### config.mk
export PLATFORM = sky130hd
export DESIGN_NAME = par_io_adapter
export DESIGN_NICKNAME = d
export VERILOG_FILES = /design/src/rtl/par_io_pkg.sv /design/src/rtl/par_io_edge.sv /design/src/rtl/par_io_dir_regs.sv /design/src/rtl/par_io_handshake.sv /design/src/rtl/par_io_adapter.sv
export SDC_FILE = /design/constraint.sdc
export NUM_CORES = 1
export LEC_CHECK = 0
export CORE_MARGIN = 2
export CORE_UTILIZATION = 40
export DETAILED_ROUTE_END_ITERATION = 12
export GPL_TIMING_DRIVEN = 0
export HOLD_SLACK_MARGIN = 0.05
export PLACE_DENSITY = 0.67
export SLEW_MARGIN = 20
export SYNTH_ARGS = -nofsm -noshare
export SYNTH_HDL_FRONTEND = slang
export SYNTH_SLANG_ARGS = --single-unit
### constraint.sdc
create_clock -name clk -period 1.81 [get_ports clk]
set_clock_uncertainty 0.15 [all_clocks]
set_input_delay 0.4525 -clock clk [delete_from_list [all_inputs] [get_ports clk]]
set_output_delay 0.4525 -clock clk [all_outputs]
set_load 0.005 [all_outputs]
### src/rtl/par_io_pkg.sv
package par_io_pkg;
  localparam int CW         = 8;
  localparam int C_L1_IE    = 0;
  localparam int C_L1_RISE  = 1;
  localparam int C_SEL_DATA = 2;
  localparam int C_L2_B3    = 3;
  localparam int C_L2_B4    = 4;
  localparam int C_L2_OUT   = 5;
  localparam int C_FLAG2    = 6;
  localparam int C_FLAG1    = 7;
  localparam int C_WR_BITS  = 6;

  typedef enum logic [1:0] {
    RS_DAT_A = 2'd0,
    RS_CTL_A = 2'd1,
    RS_DAT_B = 2'd2,
    RS_CTL_B = 2'd3
  } rsel_e;
endpackage

### src/rtl/par_io_edge.sv
module par_io_edge (
  input  logic clk,
  input  logic rst_n,
  input  logic sig,
  input  logic rise_sel,
  output logic active
);
  logic prev_q;

  always_comb begin
    active = rise_sel ? (sig & ~prev_q) : (~sig & prev_q);
  end

  always_ff @(posedge clk or negedge rst_n) begin
    if (!rst_n) prev_q <= 1'b0;
    else        prev_q <= sig;
  end
endmodule

### src/rtl/par_io_dir_regs.sv
module par_io_dir_regs #(
  parameter int DW = 8
) (
  input  logic          clk,
  input  logic          rst_n,
  input  logic          wr_en,
  input  logic          sel_data,
  input  logic [DW-1:0] wdata,
  input  logic [DW-1:0] pin_in,
  output logic [DW-1:0] rd_view,
  output logic [DW-1:0] pins_out
);
  logic [DW-1:0] out_q, out_d;
  logic [DW-1:0] ddr_q, ddr_d;
  logic          out_en, ddr_en;

  always_comb begin
    out_en = wr_en & sel_data;
    ddr_en = wr_en & ~sel_data;
    out_d  = out_en ? wdata : out_q;
    ddr_d  = ddr_en ? wdata : ddr_q;
  end

  always_ff @(posedge clk or negedge rst_n) begin
    if (!rst_n) begin
      out_q <= '0;
      ddr_q <= '0;
    end else begin
      out_q <= out_d;
      ddr_q <= ddr_d;
    end
  end

  always_comb begin
    pins_out = out_q & ddr_q;
    rd_view  = sel_data ? ((out_q & ddr_q) | (pin_in & ~ddr_q)) : ddr_q;
  end


  pins_follow_chk: assert property (@(posedge clk) disable iff (!rst_n)
    (wr_en && sel_data) |=> (pins_out == ($past(wdata) & ddr_q)));
endmodule

### src/rtl/par_io_handshake.sv
module par_io_handshake
  import par_io_pkg::*;
(
  input  logic                 clk,
  input  logic                 rst_n,
  input  logic                 ctl_wr,
  input  logic [C_WR_BITS-1:0] ctl_wdata,
  input  logic                 data_rd,
  input  logic                 strobe_trig,
  input  logic                 l1_in,
  input  logic                 l2_in,
  output logic [CW-1:0]        ctl_view,
  output logic                 sel_data,
  output logic                 irq,
  output logic                 l2_out,
  output logic                 l2_oe
);
  logic [C_WR_BITS-1:0] ctl_q, ctl_d;
  logic f1_q, f1_d, f2_q, f2_d, l2_q, l2_d;
  logic l1_act, l2_act, l2_in_act, strobe_mode;

  par_io_edge u_l1_edge (
    .clk(clk), .rst_n(rst_n), .sig(l1_in),
    .rise_sel(ctl_q[C_L1_RISE]), .active(l1_act)
  );

  par_io_edge u_l2_edge (
    .clk(clk), .rst_n(rst_n), .sig(l2_in),
    .rise_sel(ctl_q[C_L2_B4]), .active(l2_act)
  );

  always_comb begin
    strobe_mode = ctl_q[C_L2_OUT] & ~ctl_q[C_L2_B4];
    l2_in_act   = l2_act & ~ctl_q[C_L2_OUT];
    ctl_d       = ctl_wr ? ctl_wdata : ctl_q;
    f1_d        = l1_act | (f1_q & ~data_rd);
    f2_d        = l2_in_act | (f2_q & ~data_rd);
    l2_d        = l2_q;
    if (strobe_mode && ctl_q[C_L2_B3] && !l2_q)
      l2_d = 1'b1;
    if (strobe_mode && !ctl_q[C_L2_B3] && l1_act && !f1_q && !l2_q)
      l2_d = 1'b1;
    if (strobe_mode && strobe_trig)
      l2_d = 1'b0;
    if (ctl_wr && ctl_wdata[C_L2_OUT] && ctl_wdata[C_L2_B4])
      l2_d = ctl_wdata[C_L2_B3];
  end

  always_ff @(posedge clk or negedge rst_n) begin
    if (!rst_n) begin
      ctl_q <= '0;
      f1_q  <= 1'b0;
      f2_q  <= 1'b0;
      l2_q  <= 1'b1;
    end else begin
      ctl_q <= ctl_d;
      f1_q  <= f1_d;
      f2_q  <= f2_d;
      l2_q  <= l2_d;
    end
  end

  always_comb begin
    ctl_view = {f1_q, f2_q & ~ctl_q[C_L2_OUT], ctl_q};
    sel_data = ctl_q[C_SEL_DATA];
    irq      = (f1_q & ctl_q[C_L1_IE]) |
               (f2_q & ctl_q[C_L2_B3] & ~ctl_q[C_L2_OUT]);
    l2_out   = l2_q;
    l2_oe    = ctl_q[C_L2_OUT];
  end


  l1_flag_set_chk: assert property (@(posedge clk) disable iff (!rst_n)
    l1_act |=> f1_q);


  flag_clear_chk: assert property (@(posedge clk) disable iff (!rst_n)
    (data_rd && !l1_act) |=> !f1_q);


  set_reset_chk: assert property (@(posedge clk) disable iff (!rst_n)
    (ctl_wr && ctl_wdata[C_L2_OUT] && ctl_wdata[C_L2_B4]) |=> (l2_out == $past(ctl_wdata[C_L2_B3])));


  bus_release_chk: assert property (@(posedge clk) disable iff (!rst_n)
    (strobe_mode && ctl_q[C_L2_B3] && !l2_q && !strobe_trig && !ctl_wr) |=> l2_out);


  no_flag2_out_chk: assert property (@(posedge clk) disable iff (!rst_n)
    (ctl_q[C_L2_OUT] && !ctl_wr && !f2_q) |=> !f2_q);
endmodule

### src/rtl/par_io_adapter.sv
module par_io_adapter
  import par_io_pkg::*;
#(
  parameter int DW = 8
) (
  input  logic          clk,
  input  logic          rst_n,
  input  logic          cs,
  input  logic          rd,
  input  logic          wr,
  input  logic [1:0]    rsel,
  input  logic [DW-1:0] wdata,
  output logic [DW-1:0] rdata,
  output logic          irq_a,
  output logic          irq_b,
  input  logic [DW-1:0] pa_in,
  output logic [DW-1:0] pa_out,
  input  logic [DW-1:0] pb_in,
  output logic [DW-1:0] pb_out,
  input  logic          a1_in,
  input  logic          a2_in,
  output logic          a2_out,
  output logic          a2_oe,
  input  logic          b1_in,
  input  logic          b2_in,
  output logic          b2_out,
  output logic          b2_oe
);
  localparam int NP = 2;

  logic [DW-1:0] pin_in_v  [NP];
  logic [DW-1:0] pin_out_v [NP];
  logic [DW-1:0] dat_view  [NP];
  logic [CW-1:0] ctl_view  [NP];
  logic [NP-1:0] l1_v, l2_in_v, l2_out_v, l2_oe_v, irq_v, sel_v;
  logic [NP-1:0] dat_wr, dat_rd, ctl_wr, trig;
  logic          rd_acc, wr_acc;

  always_comb begin
    rd_acc      = cs & rd;
    wr_acc      = cs & wr;
    pin_in_v[0] = pa_in;
    pin_in_v[1] = pb_in;
    l1_v        = {b1_in, a1_in};
    l2_in_v     = {b2_in, a2_in};
  end

  for (genvar p = 0; p < NP; p++) begin : g_port
    localparam logic [1:0] RS_DAT = 2'(2 * p);
    localparam logic [1:0] RS_CTL = 2'(2 * p + 1);

    always_comb begin
      dat_wr[p] = wr_acc & (rsel == RS_DAT);
      dat_rd[p] = rd_acc & (rsel == RS_DAT) & sel_v[p];
      ctl_wr[p] = wr_acc & (rsel == RS_CTL);
    end

    if (p == 0) begin : g_rd_strobe
      always_comb trig[p] = dat_rd[p];
    end else begin : g_wr_strobe
      always_comb trig[p] = dat_wr[p] & sel_v[p];
    end

    par_io_dir_regs #(.DW(DW)) u_regs (
      .clk(clk), .rst_n(rst_n), .wr_en(dat_wr[p]), .sel_data(sel_v[p]),
      .wdata(wdata), .pin_in(pin_in_v[p]), .rd_view(dat_view[p]),
      .pins_out(pin_out_v[p])
    );

    par_io_handshake u_hs (
      .clk(clk), .rst_n(rst_n), .ctl_wr(ctl_wr[p]),
      .ctl_wdata(wdata[C_WR_BITS-1:0]), .data_rd(dat_rd[p]),
      .strobe_trig(trig[p]), .l1_in(l1_v[p]), .l2_in(l2_in_v[p]),
      .ctl_view(ctl_view[p]), .sel_data(sel_v[p]), .irq(irq_v[p]),
      .l2_out(l2_out_v[p]), .l2_oe(l2_oe_v[p])
    );
  end

  always_comb begin
    unique case (rsel)
      RS_DAT_A: rdata = dat_view[0];
      RS_CTL_A: rdata = DW'(ctl_view[0]);
      RS_DAT_B: rdata = dat_view[1];
      default:  rdata = DW'(ctl_view[1]);
    endcase
    pa_out = pin_out_v[0];
    pb_out = pin_out_v[1];
    irq_a  = irq_v[0];
    irq_b  = irq_v[1];
    a2_out = l2_out_v[0];
    a2_oe  = l2_oe_v[0];
    b2_out = l2_out_v[1];
    b2_oe  = l2_oe_v[1];
  end


  irq_needs_flag_chk: assert property (@(posedge clk) disable iff (!rst_n)
    irq_a |-> (ctl_view[0][C_FLAG1] || ctl_view[0][C_FLAG2]));
endmodule

==> flow_summary.yaml, run 1 <==
min_path:
  hold_path_class: "input pin to asynchronous set/reset pin"
clock_tree:
  cts.clk_slew.worst_paths_ns: 0.09
  ctsHtreeMaxLevel: 2
  cts_buffers: 5
  tritoncts: "done"
  root_buffer: "clkbuf_8"
  clkLatencyLatePin_ns: 0.31
  clock_path_buffers: 2
  cts_num_sinks: 54
yosys:
  ys_seq_area_share_pct: 48.5
  yosysWarnings: 0
  yosys-top-cells-area: "dfrtp_1, mux2_2, a21oi_1"
  synthesis.nets: 289
  syn_inst: 254
  yosysTopAreaCellShare_pct: 46.6
  synth_top_area_cell: "dfrtp_1"
  ys_types: 36
  syn_avg_cell_area_um2: 11.0
  ys_ff_latch: 54
  synth.cell_area_mm2: 0.00279
detailed_routing:
  drt_iter0_drc: 82
  wl_um: 7390
  via_per_inst: 5.35
  drcViolationCount: 0
  wl_per_cell_um: 17.5
  via_count: 2261
  first_pass_iters: 4
  postRouteAntennaNets: 0
sta:
  slew_headroom_pct: 53.5
  fin_crit_ns: 2.25
  hold_viol: 0
  worst_slew_pin_slew_ns: 0.698
  fmax_ghz: 0.444
  slew_violations: 0
  setup_viol: 17
  layout_setup_ws_ns: -0.443
  rsz0062_at_grt: "true"
  layout_worst_path_cycle_share_pct: 124
floorplan:
  die_w_um: 87.5
  initial_utilization_pct: 41.3
  rows: 30
  fp.dieH_um: 87.5
  die-area_mm2: 0.00766
  core_area_mm2: 0.00676
  io_pins: 65
grt:
  grt_use_total_pct: 20.6
  grt_max_degree: 55
  grt_overflow_total: 0
  grt_pass1_vias: 2315
  grt_first_pass_wirelength_um: 11800
  antenna_found_initial: 0
setup_path:
  cp-start-kind: "flip-flop"
  crit_required_ns: 1.21
  critPathMaxFanout: 5
  crit_path_end_kind: "output port"
  cp.arrival_ns: 1.65
  criticalPathCategory: "flip-flop to output port"
run_status:
  violations: "negative setup slack"
  outcome: "complete, but fails checks"
place:
  placed_cell_area_mm2: 0.00352
  dp_cells: 396
  dpl.hpwl_um: 5070
  place_congestion: 0.838
  port_buffers: 62
finish:
  n_antenna_cell: 0
  post-route-util_pct: 57.8
  area_growth_pct: 40.0
  final_cells: 423
  final_cell_mix: "dfrtp_1, mux2_2, dlygate4sd2_1"
  fill_cells: 589
  postLayoutCellArea_mm2: 0.00391
  drive_gt1_share_pct: 37.6
  finalNetCount: 377
  layout_commonest_cell: "dfrtp_1"
flow_run:
  maxCapViolations: 0
pwr:
  irDropWorstVdd_v: 0.000532
  leakagePower_nw: 1.73
  powerDensity_mw_per_mm2: 1140
-- routing by layer --
| layer | part of all wire [%] | global-route usage, % |
|---|---|---|
| met5 | 0 | 0 |
| met4 | 0.92 | 4.62 |
| met3 | 3.7 | 4.17 |
| met2 | 50 | 34.5 |
| met1 | 45 | 27.6 |
-- state kept, by name, summed over array words and instances (netlist names) --
register                      flops
g_port.u_regs.out_q              16
g_port.u_hs.u_l2_edge.prev_q      2
g_port.u_hs.ctl_q                12
g_port.u_hs.l2_out                2
g_port.u_hs.f2_q                  2
g_port.u_hs.u_l1_edge.prev_q      2
g_port.u_hs.f1_q                  2
g_port.u_regs.ddr_q              16
-- kinds of logic (layout without fill, tap and decap cells) --
logic type	Yosys count	count (layout)	share of synthesized area, %
flops	54	54	48.5
mux	46	46	18.5
compound gates	66	66	15.7
simple gates	60	60	13.1
buf+inv	28	117	4.26
-- power breakdown --
| group | internal [mW] | switching (mW) | leakage, nW | total [mW] |
|---|---|---|---|---|
| clock | 0.590 | 0.400 | 0.0714 | 0.989 |
| sequential | 1.56 | 0.293 | 0.642 | 1.85 |
| combinational | 0.907 | 0.691 | 1.02 | 1.60 |
-- cell usage after synthesis, drive strengths merged --
master,n
a21oi,32
o21ai,2
a211oi,7
dfstp,2
o22ai,1
mux2i,2
and3b,2
nor3,1
clkbuf,4
nand3,3
nand4,3
dfrtp,52
o221a,1
o21a,2
nor2b,2
nand4b,1
o31a,1
inv,17
nor2,16
a31oi,1
a32o,2
and2,16
mux2,44
a311oi,15
nor3b,2
nand2,14
o31ai,2
buf,7
-- metrics by stage --
stage          hold slack, ns  setup TNS [ns]  total power [mW]  setup WS, ns
2_1_floorplan         0.00691       -0.000666              2.56     -0.000666
3_3_place_gp            0.344         -110.83              3.20         -1.54
3_5_place_dp            0.360          -29.07              3.25         -1.28
4_1_cts                0.0551           -3.46              4.39        -0.450
5_1_grt                0.0790           -4.18              4.71        -0.510
6_report               0.0210           -3.43              4.44        -0.443
-- worst paths after layout --
| kind | from | endpoint | slack [ns] | depth (start not counted) |
|---|---|---|---|---|
| max | g_port[1].u_hs.ctl_q[2]$_DFFE_PN0N_ | rdata[6] | -0.44 | 6 |
| min | rst_n | g_port[1].u_regs.out_q[7]$_DFFE_PN0N_ | 0.02 | 1 |
| max reg2reg | g_port[1].u_hs.ctl_q[2]$_DFFE_PN0N_ | g_port[1].u_regs.ddr_q[2]$_DFFE_PN0P_ | -0.03 | 6 |
| min reg2reg | g_port[1].u_regs.out_q[2]$_DFFE_PN0N_ | g_port[1].u_regs.out_q[2]$_DFFE_PN0N_ | 0.38 | 1 |
| max in group asynchronous | rst_n | g_port[0].u_regs.out_q[2]$_DFFE_PN0P_ | 1.01 | 1 |
| min in group clk | g_port[1].u_regs.out_q[2]$_DFFE_PN0N_ | g_port[1].u_regs.out_q[2]$_DFFE_PN0N_ | 0.38 | 1 |
-- what timing repair did --
item | 4_1_cts | 5_1_grt
hold buffers | 0 | 0
resized for setup | 102 | 16
buffers inserted | 15 | 4
endpoints found under the setup margin | 76 | 13
pin swaps | 32 | 10
-- critical path, cell delays in order, from the launching register on --
cell and delay [ns]:
dfrtp_1 0.41, buf_6 0.14, buf_6 0.13, a311oi_2 0.20
a31oi_1 0.10, a21oi_1 0.21, buf_2 0.15
-- layout make-up --
class	instances	area, µm²	area share (%)
clock inverter	2	60.1	1.54
sequential	54	1350	34.7
tap	80	100	2.56
timing repair buffer	81	694	17.8
buffer	11	87.6	2.24
clock buffer	6	82.6	2.11
inverter	17	63.8	1.63
multi-input combinational	172	1460	37.5
Note: power is estimated with default switching activity, not from simulation.
==> inputs of run 2 (changes only) <==
--- a/config.mk
+++ b/config.mk
@@ -5,11 +5,12 @@
 export SDC_FILE = /design/constraint.sdc
 export NUM_CORES = 1
 export LEC_CHECK = 0
-export CORE_MARGIN = 2
+export CORE_MARGIN = 1.5
 export CORE_UTILIZATION = 40
+export CTS_CLUSTER_SIZE = 25
 export DETAILED_ROUTE_END_ITERATION = 12
 export GPL_TIMING_DRIVEN = 0
-export HOLD_SLACK_MARGIN = 0.05
+export HOLD_SLACK_MARGIN = 0.02
 export PLACE_DENSITY = 0.67
 export SLEW_MARGIN = 20
 export SYNTH_ARGS = -nofsm -noshare
==> run 2 against run 1 <==
Setup slack got worse by 0.0048 ns. Final cell count decreased by 1.4%. Largest power group unchanged. Critical endpoint is now rdata[7]. Critical path depth decreased by 1. The run still ends with negative setup slack left. Largest cell class unchanged. Flip-flop and latch count unchanged.
==> flow_summary.yaml, run 2 (same netlist as run 1, synthesis figures left out) <==
run_status:
  outcome: "complete, but fails checks"
  violations: "negative setup slack"
detailed_routing:
  postRouteAntennaNets: 0
  via_count: 2268
  via_per_inst: 5.44
  drcViolationCount: 0
  first_pass_iters: 4
  drt_iter0_drc: 65
  wl_per_cell_um: 17.6
  wl_um: 7320
setup_path:
  crit_path_max_incr_delay_ns: 0.45
  criticalPathCategory: "flip-flop to output port"
  cp.arrival_ns: 1.66
  cp-start-kind: "flip-flop"
  critPathMostFrequentCell: "a21oi_1"
  crit_path_end_kind: "output port"
  critPathMaxFanout: 10
  crit_family: "compound AO/OA/AOI/OAI gates"
  slowest_stage: "dfrtp_2"
  path_buf_inv: 2
  crit_required_ns: 1.21
  worstPathCellList: "clkbuf_8, a311oi_2, a21oi_1, a21oi_1, buf_2"
sta:
  layout_setup_ws_ns: -0.448
  setup_viol: 8
  fin_crit_ns: 2.26
  rsz0062_at_grt: "true"
  hold_viol: 0
  layout_worst_path_cycle_share_pct: 125
  slew_violations: 0
  worst_slew_pin_slew_ns: 0.684
  hold_ws_ns: 0.0154
  slew_headroom_pct: 54.4
  fmax_ghz: 0.443
floorplan:
  fp.dieH_um: 86.5
  die-area_mm2: 0.00749
  initial_utilization_pct: 41.3
  io_pins: 65
  core_area_mm2: 0.00676
  die_w_um: 86.5
  rows: 30
grt:
  antenna_found_initial: 0
  grt_pass1_vias: 2364
  grt_first_pass_wirelength_um: 11800
  grt_max_degree: 55
  grt_use_total_pct: 20.7
  grt_overflow_total: 0
clock_tree:
  clkLatencyLatePin_ns: 0.31
  root_buffer: "clkbuf_8"
  cts_num_sinks: 54
  tritoncts: "done"
  cts.clk_slew.worst_paths_ns: 0.10
  cts_buffers: 5
  ctsHtreeMaxLevel: 2
  clock_path_buffers: 2
  ctsHoldBuffers: 0
finish:
  layout_commonest_cell: "dfrtp_1"
  finalNetCount: 371
  multi_input_area_mm2: 0.00147
  final_cell_mix: "dfrtp_1, mux2_2, a21oi_1"
  n_antenna_cell: 0
  drive_gt1_share_pct: 35.0
  seq_area_mm2: 0.00136
  area_growth_pct: 37.2
  fill_cells: 603
  final_cells: 417
  largestRegisters: "g_port.u_regs.ddr_q (16), g_port.u_regs.out_q (16), g_port.u_hs.ctl_q (12)"
place:
  place_congestion: 0.844
  port_buffers: 62
  dpl.hpwl_um: 5080
  dp_cells: 396
pwr:
  leakagePower_nw: 1.67
  powerDensity_mw_per_mm2: 1090
  irDropWorstVdd_v: 0.000532
  p_seq_share_pct: 44.8
  pwr-share-comb_pct: 36.1
  switching_share_pct: 32.5
  clkPwrFrac_pct: 19.1
  p_int_mw: 2.82
  p_sw_mw: 1.36
min_path:
  hold_path_class: "input pin to asynchronous set/reset pin"
flow_run:
  maxCapViolations: 0
[run 2: cell count changes in the layout (fill, tap and decap cells not counted), sizes merged]
cell           previous run  this run
dlygate4sd2              24        23
clkdlybuf4s50            23        24
clkdlybuf4s15             1         2
buf                      37        31
dlymetal6s2s              1         0
clkbuf                   12        13
bufinv                    2         1
[run 2: metal layers]
metal  part of all wire [%]  vias to the layer above  GRT usage (%)
li1                       -                     1084              -
met1                     45                     1119           27.5
met2                     50                       61           35.1
met3                    3.8                        4           3.81
met4                   0.81                        0           4.99
met5                      0                        -              0
[run 2: worst reg2reg max path, delay by kind of cell, from the launching register on]
kind / cells / cell delay (ns)
simple gates: 1 / 0.11
mux: 1 / 0.34
buf+inv: 3 / 0.44
flops: 1 / 0.45
[run 2: timing repair]
action	in CTS	in global routing
cloned	1	0
setup endpoints to repair	76	13
pin swaps	33	10
setup buffers	11	1
resized for setup	102	16
[run 2: worst paths after layout]
check,start,end,slack (ns),depth (start not counted)
max,g_port[1].u_hs.ctl_q[2]$_DFFE_PN0N_,rdata[7],-0.45,5
min,rst_n,g_port[1].u_regs.out_q[7]$_DFFE_PN0N_,0.02,1
max reg2reg,g_port[1].u_hs.ctl_q[2]$_DFFE_PN0N_,g_port[1].u_regs.ddr_q[5]$_DFFE_PN0P_,0.21,5
min reg2reg,g_port[0].u_hs.f2_q$_DFF_PN0_,g_port[0].u_hs.f2_q$_DFF_PN0_,0.37,2
max in group asynchronous,rst_n,g_port[1].u_regs.ddr_q[1]$_DFFE_PN0P_,1.00,1
min in group clk,g_port[0].u_hs.f2_q$_DFF_PN0_,g_port[0].u_hs.f2_q$_DFF_PN0_,0.37,2
[run 2: layout make-up]
class / instances / share of cell area, %
inverters: 17 / 1.67
multi-input cells: 172 / 38.4
clock inverters: 1 / 0.785
flip-flops and latches: 54 / 35.5
clock buffers: 7 / 1.99
plain buffers: 11 / 2.39
repair buffers: 75 / 16.7
well taps: 80 / 2.62
[run 2: through the flow]
stage	area [µm²]	worst slack (ns)	setup TNS (ns)	utilization, %	power, mW
finish	3830	-0.448	-3.34	56.6	4.17
global route	3830	-0.504	-3.81	56.6	4.45
CTS	3780	-0.457	-3.42	55.9	4.13
detailed placement	3520	-1.26	-28.66	52.1	3.25
global placement	3520	-1.55	-111.55	52.2	3.20
floorplan	2800	-0.000666	-0.000666	-	2.56
[run 2: power groups by stage]
stage | clock network [mW] | logic, mW | registers (mW)
after global placement | 0 | 1.36 | 1.85
after floorplan | 0 | 0.768 | 1.79
after detailed placement | 0 | 1.39 | 1.87
after global routing | 0.870 | 1.65 | 1.93
final | 0.797 | 1.51 | 1.87
after CTS | 0.816 | 1.46 | 1.85
==> inputs of run 3 (changes only) <==
--- a/config.mk
+++ b/config.mk
@@ -5,6 +5,7 @@
 export SDC_FILE = /design/constraint.sdc
 export NUM_CORES = 1
 export LEC_CHECK = 0
+export ABC_AREA = 0
 export CORE_MARGIN = 1.5
 export CORE_UTILIZATION = 40
 export CTS_CLUSTER_SIZE = 25
==> results of run 3 <==
No change in the layout: final DEF, timing and power equal those of run 2.
